File: src/rtl/adc_rd_pkg.sv
package adc_rd_pkg;

  typedef enum logic [2:0] {
    ST_IDLE,
    ST_LEAD,
    ST_SDIHI,
    ST_WAIT,
    ST_READ,
    ST_PRESENT,
    ST_ACQ
  } rd_state_e;

  function automatic int unsigned wait_window(int unsigned conv_max, int unsigned margin);
    return conv_max + margin;
  endfunction

  function automatic int unsigned cnt_width(int unsigned value);
    return (value < 2) ? 1 : $clog2(value + 1);
  endfunction

  function automatic int unsigned max2(int unsigned a, int unsigned b);
    return (a > b) ? a : b;
  endfunction

endpackage

File: src/rtl/adc_rd_sdo_sync.sv
module adc_rd_sdo_sync #(
  parameter int unsigned STAGES = 2
) (
  input  logic clk,
  input  logic rst_n,
  input  logic sdo_i,
  output logic sdo_s_o,
  output logic fall_o
);
  logic [STAGES-1:0] chain_q;
  logic              prev_q;

  always_ff @(posedge clk) begin
    if (!rst_n) chain_q[0] <= 1'b1;
    else        chain_q[0] <= sdo_i;
  end

  for (genvar g = 1; g < STAGES; g++) begin : g_stage
    always_ff @(posedge clk) begin
      if (!rst_n) chain_q[g] <= 1'b1;
      else        chain_q[g] <= chain_q[g-1];
    end
  end

  always_ff @(posedge clk) begin
    if (!rst_n) prev_q <= 1'b1;
    else        prev_q <= chain_q[STAGES-1];
  end

  assign sdo_s_o = chain_q[STAGES-1];
  assign fall_o  = prev_q & ~chain_q[STAGES-1];
endmodule

File: src/rtl/adc_rd_timer.sv
module adc_rd_timer #(
  parameter int unsigned W = 8
) (
  input  logic         clk,
  input  logic         rst_n,
  input  logic         load_i,
  input  logic [W-1:0] val_i,
  output logic         expired_o
);
  logic [W-1:0] cnt_q;

  always_ff @(posedge clk) begin
    if (!rst_n)             cnt_q <= '0;
    else if (load_i)        cnt_q <= val_i;
    else if (cnt_q != '0)   cnt_q <= cnt_q - 1'b1;
  end

  assign expired_o = (cnt_q == '0);
endmodule

File: src/rtl/adc_rd_sck_shift.sv
module adc_rd_sck_shift
  import adc_rd_pkg::*;
#(
  parameter int unsigned DATA_W         = 16,
  parameter int unsigned SCK_HALF       = 4,
  parameter bit          SAMPLE_ON_FALL = 1'b0
) (
  input  logic              clk,
  input  logic              rst_n,
  input  logic              run_i,
  input  logic              sdo_i,
  output logic              sck_o,
  output logic [DATA_W-1:0] word_o,
  output logic              done_o,
  output logic              sample_o
);
  localparam int unsigned PULSES = DATA_W + 1;
  localparam int unsigned HW     = cnt_width(SCK_HALF);
  localparam int unsigned PW     = cnt_width(PULSES);

  logic [HW-1:0]     half_q;
  logic [PW-1:0]     pulse_q;
  logic              sck_q;
  logic              done_q;
  logic [DATA_W-1:0] sh_q;

  logic half_wrap, edge_rise, edge_fall, data_edge, sample_w, last_fall;

  assign half_wrap = run_i && !done_q && (half_q == HW'(SCK_HALF - 1));
  assign edge_rise = half_wrap && !sck_q;
  assign edge_fall = half_wrap && sck_q;

  if (SAMPLE_ON_FALL) begin : g_fall_capture
    assign data_edge = edge_fall;
  end else begin : g_rise_capture
    assign data_edge = edge_rise;
  end

  // the first falling edge only moves the busy level off the line
  assign sample_w  = data_edge && (pulse_q != '0);
  assign last_fall = edge_fall && (pulse_q == PW'(PULSES - 1));

  always_ff @(posedge clk) begin
    if (!rst_n) begin
      half_q  <= '0;
      pulse_q <= '0;
      sck_q   <= 1'b0;
      done_q  <= 1'b0;
      sh_q    <= '0;
    end else if (!run_i) begin
      half_q  <= '0;
      pulse_q <= '0;
      sck_q   <= 1'b0;
      done_q  <= 1'b0;
    end else begin
      if (half_wrap)     half_q <= '0;
      else if (!done_q)  half_q <= half_q + 1'b1;
      if (half_wrap)     sck_q <= ~sck_q;
      if (edge_fall)     pulse_q <= pulse_q + 1'b1;
      if (sample_w)      sh_q <= {sh_q[DATA_W-2:0], sdo_i};
      if (last_fall)     done_q <= 1'b1;
    end
  end

  assign sck_o    = sck_q;
  assign word_o   = sh_q;
  assign done_o   = done_q;
  assign sample_o = sample_w;
endmodule

File: src/rtl/adc_busy_reader.sv
module adc_busy_reader
  import adc_rd_pkg::*;
#(
  parameter int unsigned DATA_W         = 16,
  parameter int unsigned SCK_HALF       = 4,
  parameter int unsigned T_LEAD         = 2,
  parameter int unsigned T_SDI_HI       = 4,
  parameter int unsigned T_CONV_MIN     = 20,
  parameter int unsigned T_CONV_MAX     = 40,
  parameter int unsigned T_MARGIN       = 8,
  parameter int unsigned T_ACQ          = 10,
  parameter int unsigned SYNC_STAGES    = 2,
  parameter bit          SAMPLE_ON_FALL = 1'b0
) (
  input  logic              clk,
  input  logic              rst_n,
  input  logic              start_i,
  input  logic              sdo_i,
  output logic              cnv_o,
  output logic              sdi_o,
  output logic              sck_o,
  output logic [DATA_W-1:0] data_o,
  output logic              valid_o,
  output logic              timeout_o,
  output logic              ready_o
);
  localparam int unsigned WAIT_CYC = wait_window(T_CONV_MAX, T_MARGIN);
  localparam int unsigned TMAX     = max2(max2(T_LEAD, T_SDI_HI), max2(WAIT_CYC, T_ACQ));
  localparam int unsigned TW       = cnt_width(TMAX);

  rd_state_e         st_q, st_d;
  logic              tm_load;
  logic [TW-1:0]     tm_val;
  logic              tm_expired;
  logic              sdo_s, sdo_fall_w;
  logic              rd_run_w, rd_done_w, rd_sample_w;
  logic [DATA_W-1:0] rd_word;
  logic [DATA_W-1:0] data_q;
  logic              tout_q, tout_d;

  adc_rd_sdo_sync #(.STAGES(SYNC_STAGES)) u_sync (
    .clk     (clk),
    .rst_n   (rst_n),
    .sdo_i   (sdo_i),
    .sdo_s_o (sdo_s),
    .fall_o  (sdo_fall_w)
  );

  adc_rd_timer #(.W(TW)) u_timer (
    .clk       (clk),
    .rst_n     (rst_n),
    .load_i    (tm_load),
    .val_i     (tm_val),
    .expired_o (tm_expired)
  );

  assign rd_run_w = (st_q == ST_READ);

  adc_rd_sck_shift #(
    .DATA_W         (DATA_W),
    .SCK_HALF       (SCK_HALF),
    .SAMPLE_ON_FALL (SAMPLE_ON_FALL)
  ) u_shift (
    .clk      (clk),
    .rst_n    (rst_n),
    .run_i    (rd_run_w),
    .sdo_i    (sdo_s),
    .sck_o    (sck_o),
    .word_o   (rd_word),
    .done_o   (rd_done_w),
    .sample_o (rd_sample_w)
  );

  always_comb begin
    st_d    = st_q;
    tm_load = 1'b0;
    tm_val  = '0;
    tout_d  = 1'b0;
    unique case (st_q)
      ST_IDLE: if (start_i) begin
        st_d = ST_LEAD; tm_load = 1'b1; tm_val = TW'(T_LEAD - 1);
      end
      ST_LEAD: if (tm_expired) begin
        st_d = ST_SDIHI; tm_load = 1'b1; tm_val = TW'(T_SDI_HI - 1);
      end
      ST_SDIHI: if (tm_expired) begin
        st_d = ST_WAIT; tm_load = 1'b1; tm_val = TW'(WAIT_CYC - 1);
      end
      ST_WAIT: begin
        if (sdo_fall_w) begin
          st_d = ST_READ;
        end else if (tm_expired) begin
          st_d = ST_ACQ; tm_load = 1'b1; tm_val = TW'(T_ACQ - 1); tout_d = 1'b1;
        end
      end
      ST_READ: if (rd_done_w) st_d = ST_PRESENT;
      ST_PRESENT: begin
        st_d = ST_ACQ; tm_load = 1'b1; tm_val = TW'(T_ACQ - 1);
      end
      ST_ACQ: if (tm_expired) st_d = ST_IDLE;
      default: st_d = ST_IDLE;
    endcase
  end

  always_ff @(posedge clk) begin
    if (!rst_n) begin
      st_q   <= ST_IDLE;
      data_q <= '0;
      tout_q <= 1'b0;
    end else begin
      st_q   <= st_d;
      tout_q <= tout_d;
      if (rd_run_w && rd_done_w) data_q <= rd_word;
    end
  end

  assign cnv_o     = (st_q == ST_SDIHI) || (st_q == ST_WAIT) ||
                     (st_q == ST_READ)  || (st_q == ST_PRESENT);
  assign sdi_o     = (st_q == ST_LEAD) || (st_q == ST_SDIHI);
  assign ready_o   = (st_q == ST_IDLE);
  assign valid_o   = (st_q == ST_PRESENT);
  assign timeout_o = tout_q;
  assign data_o    = data_q;
endmodule

File: config.mk
export PLATFORM = sky130hd
export DESIGN_NAME = adc_busy_reader
export DESIGN_NICKNAME = d
export VERILOG_FILES = /design/src/rtl/adc_rd_pkg.sv /design/src/rtl/adc_rd_sdo_sync.sv /design/src/rtl/adc_rd_timer.sv /design/src/rtl/adc_rd_sck_shift.sv /design/src/rtl/adc_busy_reader.sv
export SDC_FILE = /design/constraint.sdc
export NUM_CORES = 1
export LEC_CHECK = 0
export BUFFER_PORTS_ARGS = -buffer_cell sky130_fd_sc_hd__buf_2
export CORE_ASPECT_RATIO = 2
export CORE_MARGIN = 3
export CORE_UTILIZATION = 56
export CTS_BUF_LIST = sky130_fd_sc_hd__clkbuf_4
export DETAILED_ROUTE_END_ITERATION = 7
export PLACE_DENSITY = 0.82
export SLEW_MARGIN = 20
export SYNTH_ARGS = -nofsm -noshare
export SYNTH_HDL_FRONTEND = slang
export SYNTH_SLANG_ARGS = --single-unit
File: constraint.sdc
create_clock -name clk -period 2.7 [get_ports clk]
set_clock_uncertainty 0.15 [all_clocks]
set_input_delay 0.27 -clock clk [delete_from_list [all_inputs] [get_ports clk]]
set_output_delay 0.27 -clock clk [all_outputs]
set_load 0.01 [all_outputs]
**Word level (Yosys, flattened, before mapping)**

Cells that the tools add are included.

- Logic and storage cells: 78
- Output and inout port bits: 22
- Input port bits: 4
- Flip-flop bits (word level): 55

- Add/subtract/negate cells: 3
- Mux-type cells: 20
- Bitwise operators: 5
- Reduce and logical (&&, ||, !) cells: 24
- Equal/unequal tests: 14

Operators with widths:

| kind | number |
|---|---|
| $pmux 6 s5 | 1 |
| $mux 3 | 7 |
| $pmux 3 s7 | 1 |
| $mux 6 | 3 |
| $eq 3x2->1 const B | 3 |
| $eq 3x3->1 const B | 3 |
| $mux 4 | 2 |
| $ne 2x2->1 const B | 4 |
| $logic_and 1x1->1 | 7 |
| $logic_not 6->1 | 1 |
| $reduce_and 2->1 | 3 |
| $reduce_and 6->1 | 1 |
| $reduce_bool 6->1 | 1 |
| $sub 6x1->6 const B | 1 |
| $add 5x1->5 const B | 1 |
| $eq 5x5->1 const B | 1 |
| $reduce_bool 5->1 | 1 |
| $logic_or 1x1->1 | 4 |
| $mux 1 | 4 |
| $not 1->1 | 4 |
| $pmux 1 s4 | 1 |
| $add 3x1->3 const B | 1 |
| $eq 3x1->1 const B | 1 |
| $logic_not 3->1 | 1 |
| 8 further kinds | 9 |

**Longest topological paths before layout**

- Depth after elaboration: 6
- Gate-level depth with buffers: 8
- Depth with buffers taken out: 6

**Hierarchy**

A second synthesis with hierarchy kept.

- Cells, all modules: 278
- Area total of the unflattened synthesis: 2543.7 sq um

Modules (own cells, without submodules):

| module | sequential area each (sq um) | cells each | area an instance (sq um) | times used |
|---|---|---|---|---|
| adc_rd_sck_shift | 520.5 | 107 | 1099.8 | 1 |
| adc_busy_reader | 400.4 | 121 | 1002.2 | 1 |
| adc_rd_timer | 120.1 | 43 | 356.6 | 1 |
| adc_rd_sdo_sync | 60.1 | 7 | 85.1 | 1 |

**Worst setup path after synthesis**

Ideal clock, no wire load.

- Kind: register -> register
- Start point: reg st_q[2]
- End point: reg u_shift.sh_q[10] (netlist: u_shift.word_o[10])
- Setup time: 0.128 ns
- Path buffers: 2
- Required time: 2.422 ns
- Slack: 0.798 ns
- Stages on the path, launching flop included: 7
- Arrival time: 1.625 ns
- Clock period less this slack: 1.902 ns
- Path through: dfxtp_1 -> or3b_1 -> nor4b_2 -> buf_4 -> buf_12 -> mux2i_1 -> nor2_1

- Cells in the longest elaborated chain, start to end: 6

RTL lines:

| element | RTL line | text |
|---|---|---|
| start: declaration | adc_busy_reader.sv:31 | `rd_state_e st_q, st_d;` |
| start signal: assignment | adc_busy_reader.sv:111 | `st_q <= st_d;` |
| $eq 3x3->1 * | adc_busy_reader.sv:57 | `assign rd_run_w = (st_q == ST_READ);` |
| $logic_and 1x1->1 (2 in series) | adc_rd_sck_shift.sv:29 | `assign half_wrap = run_i && !done_q && (half_q == HW'(SCK_HALF - 1));` |
| $logic_and 1x1->1 | adc_rd_sck_shift.sv:30 | `assign edge_rise = half_wrap && !sck_q;` |
| $logic_and 1x1->1 | adc_rd_sck_shift.sv:40 | `assign sample_w = data_edge && (pulse_q != '0);` |
| $reduce_and 2->1 (no source line) * | - |  |
| end signal: assignment | adc_rd_sck_shift.sv:60 | `if (sample_w) sh_q <= {sh_q[DATA_W-2:0], sdo_i};` |
| end: declaration | adc_rd_sck_shift.sv:25 | `logic [DATA_W-1:0] sh_q;` |

Mark *: on every way between the ends. The rest lies on a longest branch, timed or not.
A chain may end at the register's enable or synchronous reset.

**Worst setup path after layout**

- Start point: reg u_shift.half_q[0]
- End point: reg u_shift.sh_q[1] (netlist: u_shift.word_o[1])

- Cells in the longest elaborated chain, start to end: 5

RTL lines:

| element | RTL line | text |
|---|---|---|
| start: declaration | adc_rd_sck_shift.sv:21 | `logic [HW-1:0] half_q;` |
| start signal: assignment | adc_rd_sck_shift.sv:57 | `else if (!done_q) half_q <= half_q + 1'b1;` |
| $eq 3x2->1 | adc_rd_sck_shift.sv:29 |  |
| $logic_and 1x1->1 | adc_rd_sck_shift.sv:29 |  |
| $logic_and 1x1->1 | adc_rd_sck_shift.sv:30 |  |
| $logic_and 1x1->1 | adc_rd_sck_shift.sv:40 |  |
| $reduce_and 2->1 (no source line) | - |  |

No other way between the ends.

==> results.md <==
* DRC viols at 0
* Post-DR vias/cell at 5.46
* CP endpoint kind: flop
* IO Port Bufs at 25
* Combinational Power Share at approximately a third
* Io pins at 26
* Met3 usage at under 10%
* R2R depth at 7
* Crit path kind: reg -> reg
* Setup violators final at 0
* Clk pin slew, worst setup/hold paths at 0.16 ns
* M1 GR Usage at about 20%
* Total vias in the final route at 1944
* Cells after Synth at 281
* Total Power at approximately 2100 µW
* Max Freq at just under 500 MHz
* Sequential cell area fraction in the yosys report at 44.9%
* Die height at 99.6 µm
* WL per Instance at 13.4 µm
* Area grow syn2layout at 9.99%
* Post-synthesis simple-gate area fraction at 23.2%
* Syn_nets at 293
* Cell row count at 33
* Setup TNS at 0 ns
* Initial core utilization at 58.8%
* Avg Cell Area, Syn at 8.73 µm²
* Worst reg2reg endpoint: u_shift.word_o[1]$_SDFFE_PN0P_
* H-tree lvl count at 2
* Synth cell types at 44
* Die Area at approximately 5300 µm²
* Pwr dens at 781 nW/µm²
* GRT overflow at 0
* P_int at 1370 µW
* Core area at 4170 µm²
* HPWL after DPL at between 3 and 4 mm
* Clk root buf: clkbuf_4
* Status: finished clean
* Crit path setup slack, layout at 0.644 ns
* Hold WC Path Type: in -> reg
* Post-synth EDFFs at 0
* First-pass GRT wire length at 7.90 mm
* Sw Pwr at 736 µW
* # clock sinks at 55
* CTS Buf Count at 5
* Clock latency on the worst-skew pair at 0.38 ns
* Critical Path Fanout Max at 16
* Number of diodes at 0
* Yosys warnings at 0
* Max-cap violations at 0
* Total routing usage reported by global routing at 19.6%
* DR iter-0 viols at 29
* Leakage at just over 0.001 µW
* Reg2reg setup slack at 0.64 ns
* Adder-Cell Fraction of Synth Area at 4.08%
* Antenna violation net count after detailed routing at 0
* Synthesized area at around 2500 µm²
* Most used routing layer: met2
* Critical R2R Launch: u_shift.half_q[0]$_SDFFE_PP0N_
* RSZ-0062 raised after global routing: no
* CP startpoint kind: flop
* Final hold vios at 0
* Fraction of registers with async set/reset at 0%
* Setup crit start: u_shift.half_q[0]$_SDFFE_PP0N_
* Compound-Gate Fraction of Synth Area at roughly an eighth
* Tcrit/Tclk final at 76.1%
* Critical Path AT at 2.16 ns
* Place WS at 0.655 ns
* Post-CTS Resized at 0
* Minimum clock period at 2.06 ns
* Die X at approximately 53 µm
* CTS max path bufs at 2
* TritonCTS clock tree: yes
* RePlAce Congestion at 0.860
* Largest family of logic cells by synthesized area: simple AND/OR/NAND/NOR gates
* Sw frac at 34.9%
* Met2 usage at between 30% and 40%
* Sequential power share at 43.9%
* Final WL at between 4 and 5 mm
* Largest net degree at the start of global routing at 38
* Power share of the clock group at 21.6%
* Peak supply drop at 0.590 mV
* Max transition margin at 60.1%
* Share of post-route cells with drive strength above 1 at 13.8%
* First drt pass iteration count at 4
* Top FF cell, synth: dfxtp_1
* Worst setup endpoint: u_shift.word_o[1]$_SDFFE_PN0P_
* Initial antenna violation count at 0
* Post-synthesis mux area share at around 8.6%
* Max Slew Vio Count at 0
* Nets@finish at 315
* Flops & latches, synth at 55
* Number of global-route vias before repair at 1846
* Worst Path Required at 2.80 ns
* Post-Synth XOR/XNOR Area at 2.86%
* Worst-Margin Slew at 0.598 ns
[cell families after synthesis]
logic type	Yosys count
and+or+nand+nor	116
DFF	55
muxes	21
buffers and inverters	24
AOI/OAI and AO/OA	49
adders and majority gates	8
xor gates and xnor gates	8
[through the flow]
step / hold WS [ns] / cells / instance area (µm²) / utilization [%]
floorplan: 0.193 / 281 / 2450 / -
finish: 0.0421 / 356 / 2700 / 64.7
detailed placement: 0.246 / 347 / 2610 / 62.6
global placement: 0.238 / 347 / 2610 / 62.6
global route: 0.0367 / 356 / 2700 / 64.7
CTS: 0.0294 / 356 / 2700 / 64.7
[layout make-up]
type,count,area [µm²]
inverters,8,30.0
multi-input cells,202,1250
well taps,52,65.1
repair buffers,31,173
clock inverters,3,42.5
flip-flops and latches,55,1100
fillers,361,1470
clock buffers,5,37.5
[cell usage after synthesis, types with 3 or more instances]
cell type | n | area, µm²
nor2_1 | 29 | 109
o31ai_1 | 3 | 22.5
inv_1 | 7 | 26.3
nor2b_1 | 7 | 43.8
nand2b_1 | 5 | 31.3
or3_1 | 4 | 25.0
nand3_1 | 4 | 20.0
nand2_1 | 45 | 169
nor3_1 | 5 | 25.0
xnor2_1 | 3 | 26.3
dfxtp_1 | 55 | 1100
a21oi_1 | 27 | 135
o21a_1 | 3 | 22.5
o21ai_0 | 5 | 25.0
clkbuf_1 | 13 | 48.8
xor2_1 | 5 | 43.8
ha_1 | 8 | 100
mux2i_1 | 21 | 210
[power by group through the flow]
stage | registers, µW | logic, µW | clock network, µW
floorplan | 944 | 563 | 0
detailed placement | 944 | 724 | 0
global route | 936 | 821 | 488
finish | 925 | 728 | 454
CTS | 926 | 731 | 467
global placement | 942 | 711 | 0
[critical path, stage by stage (launching register included)]
cell	delay [ns]
dfxtp_1	0.38
ha_1	0.15
ha_1	0.15
nor2b_1	0.28
nor4b_4	0.24
buf_4	0.31
mux2i_1	0.22
nor2_1	0.05
[cell usage in the layout, fill, tap and decap left out, types with 2 or more instances in the layout]
cell type  Yosys  layout
inv_1          7       7
nand3_1        4       4
and2_1         2       2
nor2_1        29      29
nor2b_1        7       7
mux2i_1       21      21
a31oi_1        2       2
ha_1           8       8
buf_4          1       5
clkbuf_4       0       5
a21oi_1       27      27
nand2b_1       5       5
o31ai_1        3       3
or3_1          4       4
xor2_1         5       5
nor3_1         5       5
o21ai_0        5       5
a211oi_1       2       2
dfxtp_1       55      55
a41oi_1        2       2
nand2_1       45      45
buf_2          1      25
o21a_1         3       3
xnor2_1        3       3
nand4_1        2       2
and3b_1        2       2
[routing by layer]
metal / share of wire (%) / wire, µm / up-vias
met4: 3.4 / 160 / 0
met1: 39 / 1880 / 887
li1: - / - / 999
met2: 54 / 2570 / 42
met5: 0 / 0 / -
met3: 3.4 / 161 / 16
[repair_timing]
item | in CTS | in global routing
buffers inserted | 0 | 0
hold endpoints to repair | 1 | 0
setup endpoints to repair | 0 | 0
hold buffers | 1 | 0
[how the worst min path moves through the flow]
stage / start / endpoint / slack [ns] / cells past startpoint
3_3_place_gp: u_sync.chain_q[0]$_SDFF_PN1_ / u_sync.sdo_s_o$_SDFF_PN1_ / 0.24 / 1
6_report: rst_n / u_sync.sdo_s_o$_SDFF_PN1_ / 0.04 / 2
4_1_cts: rst_n / u_sync.sdo_s_o$_SDFF_PN1_ / 0.03 / 2
3_5_place_dp: u_sync.chain_q[0]$_SDFF_PN1_ / u_sync.sdo_s_o$_SDFF_PN1_ / 0.25 / 1
5_1_grt: rst_n / u_sync.sdo_s_o$_SDFF_PN1_ / 0.04 / 2
2_1_floorplan: rst_n / u_sync.chain_q[0]$_SDFF_PN1_ / 0.19 / 1
[sequential cells by signal, summed over array words and instances (netlist names), 3 cells and up]
signal,count
data_o,16
u_shift.word_o,16
u_timer.cnt_q,6
u_shift.pulse_q,5
st_q,3
u_shift.half_q,3
(Power assumes the default switching activity.)
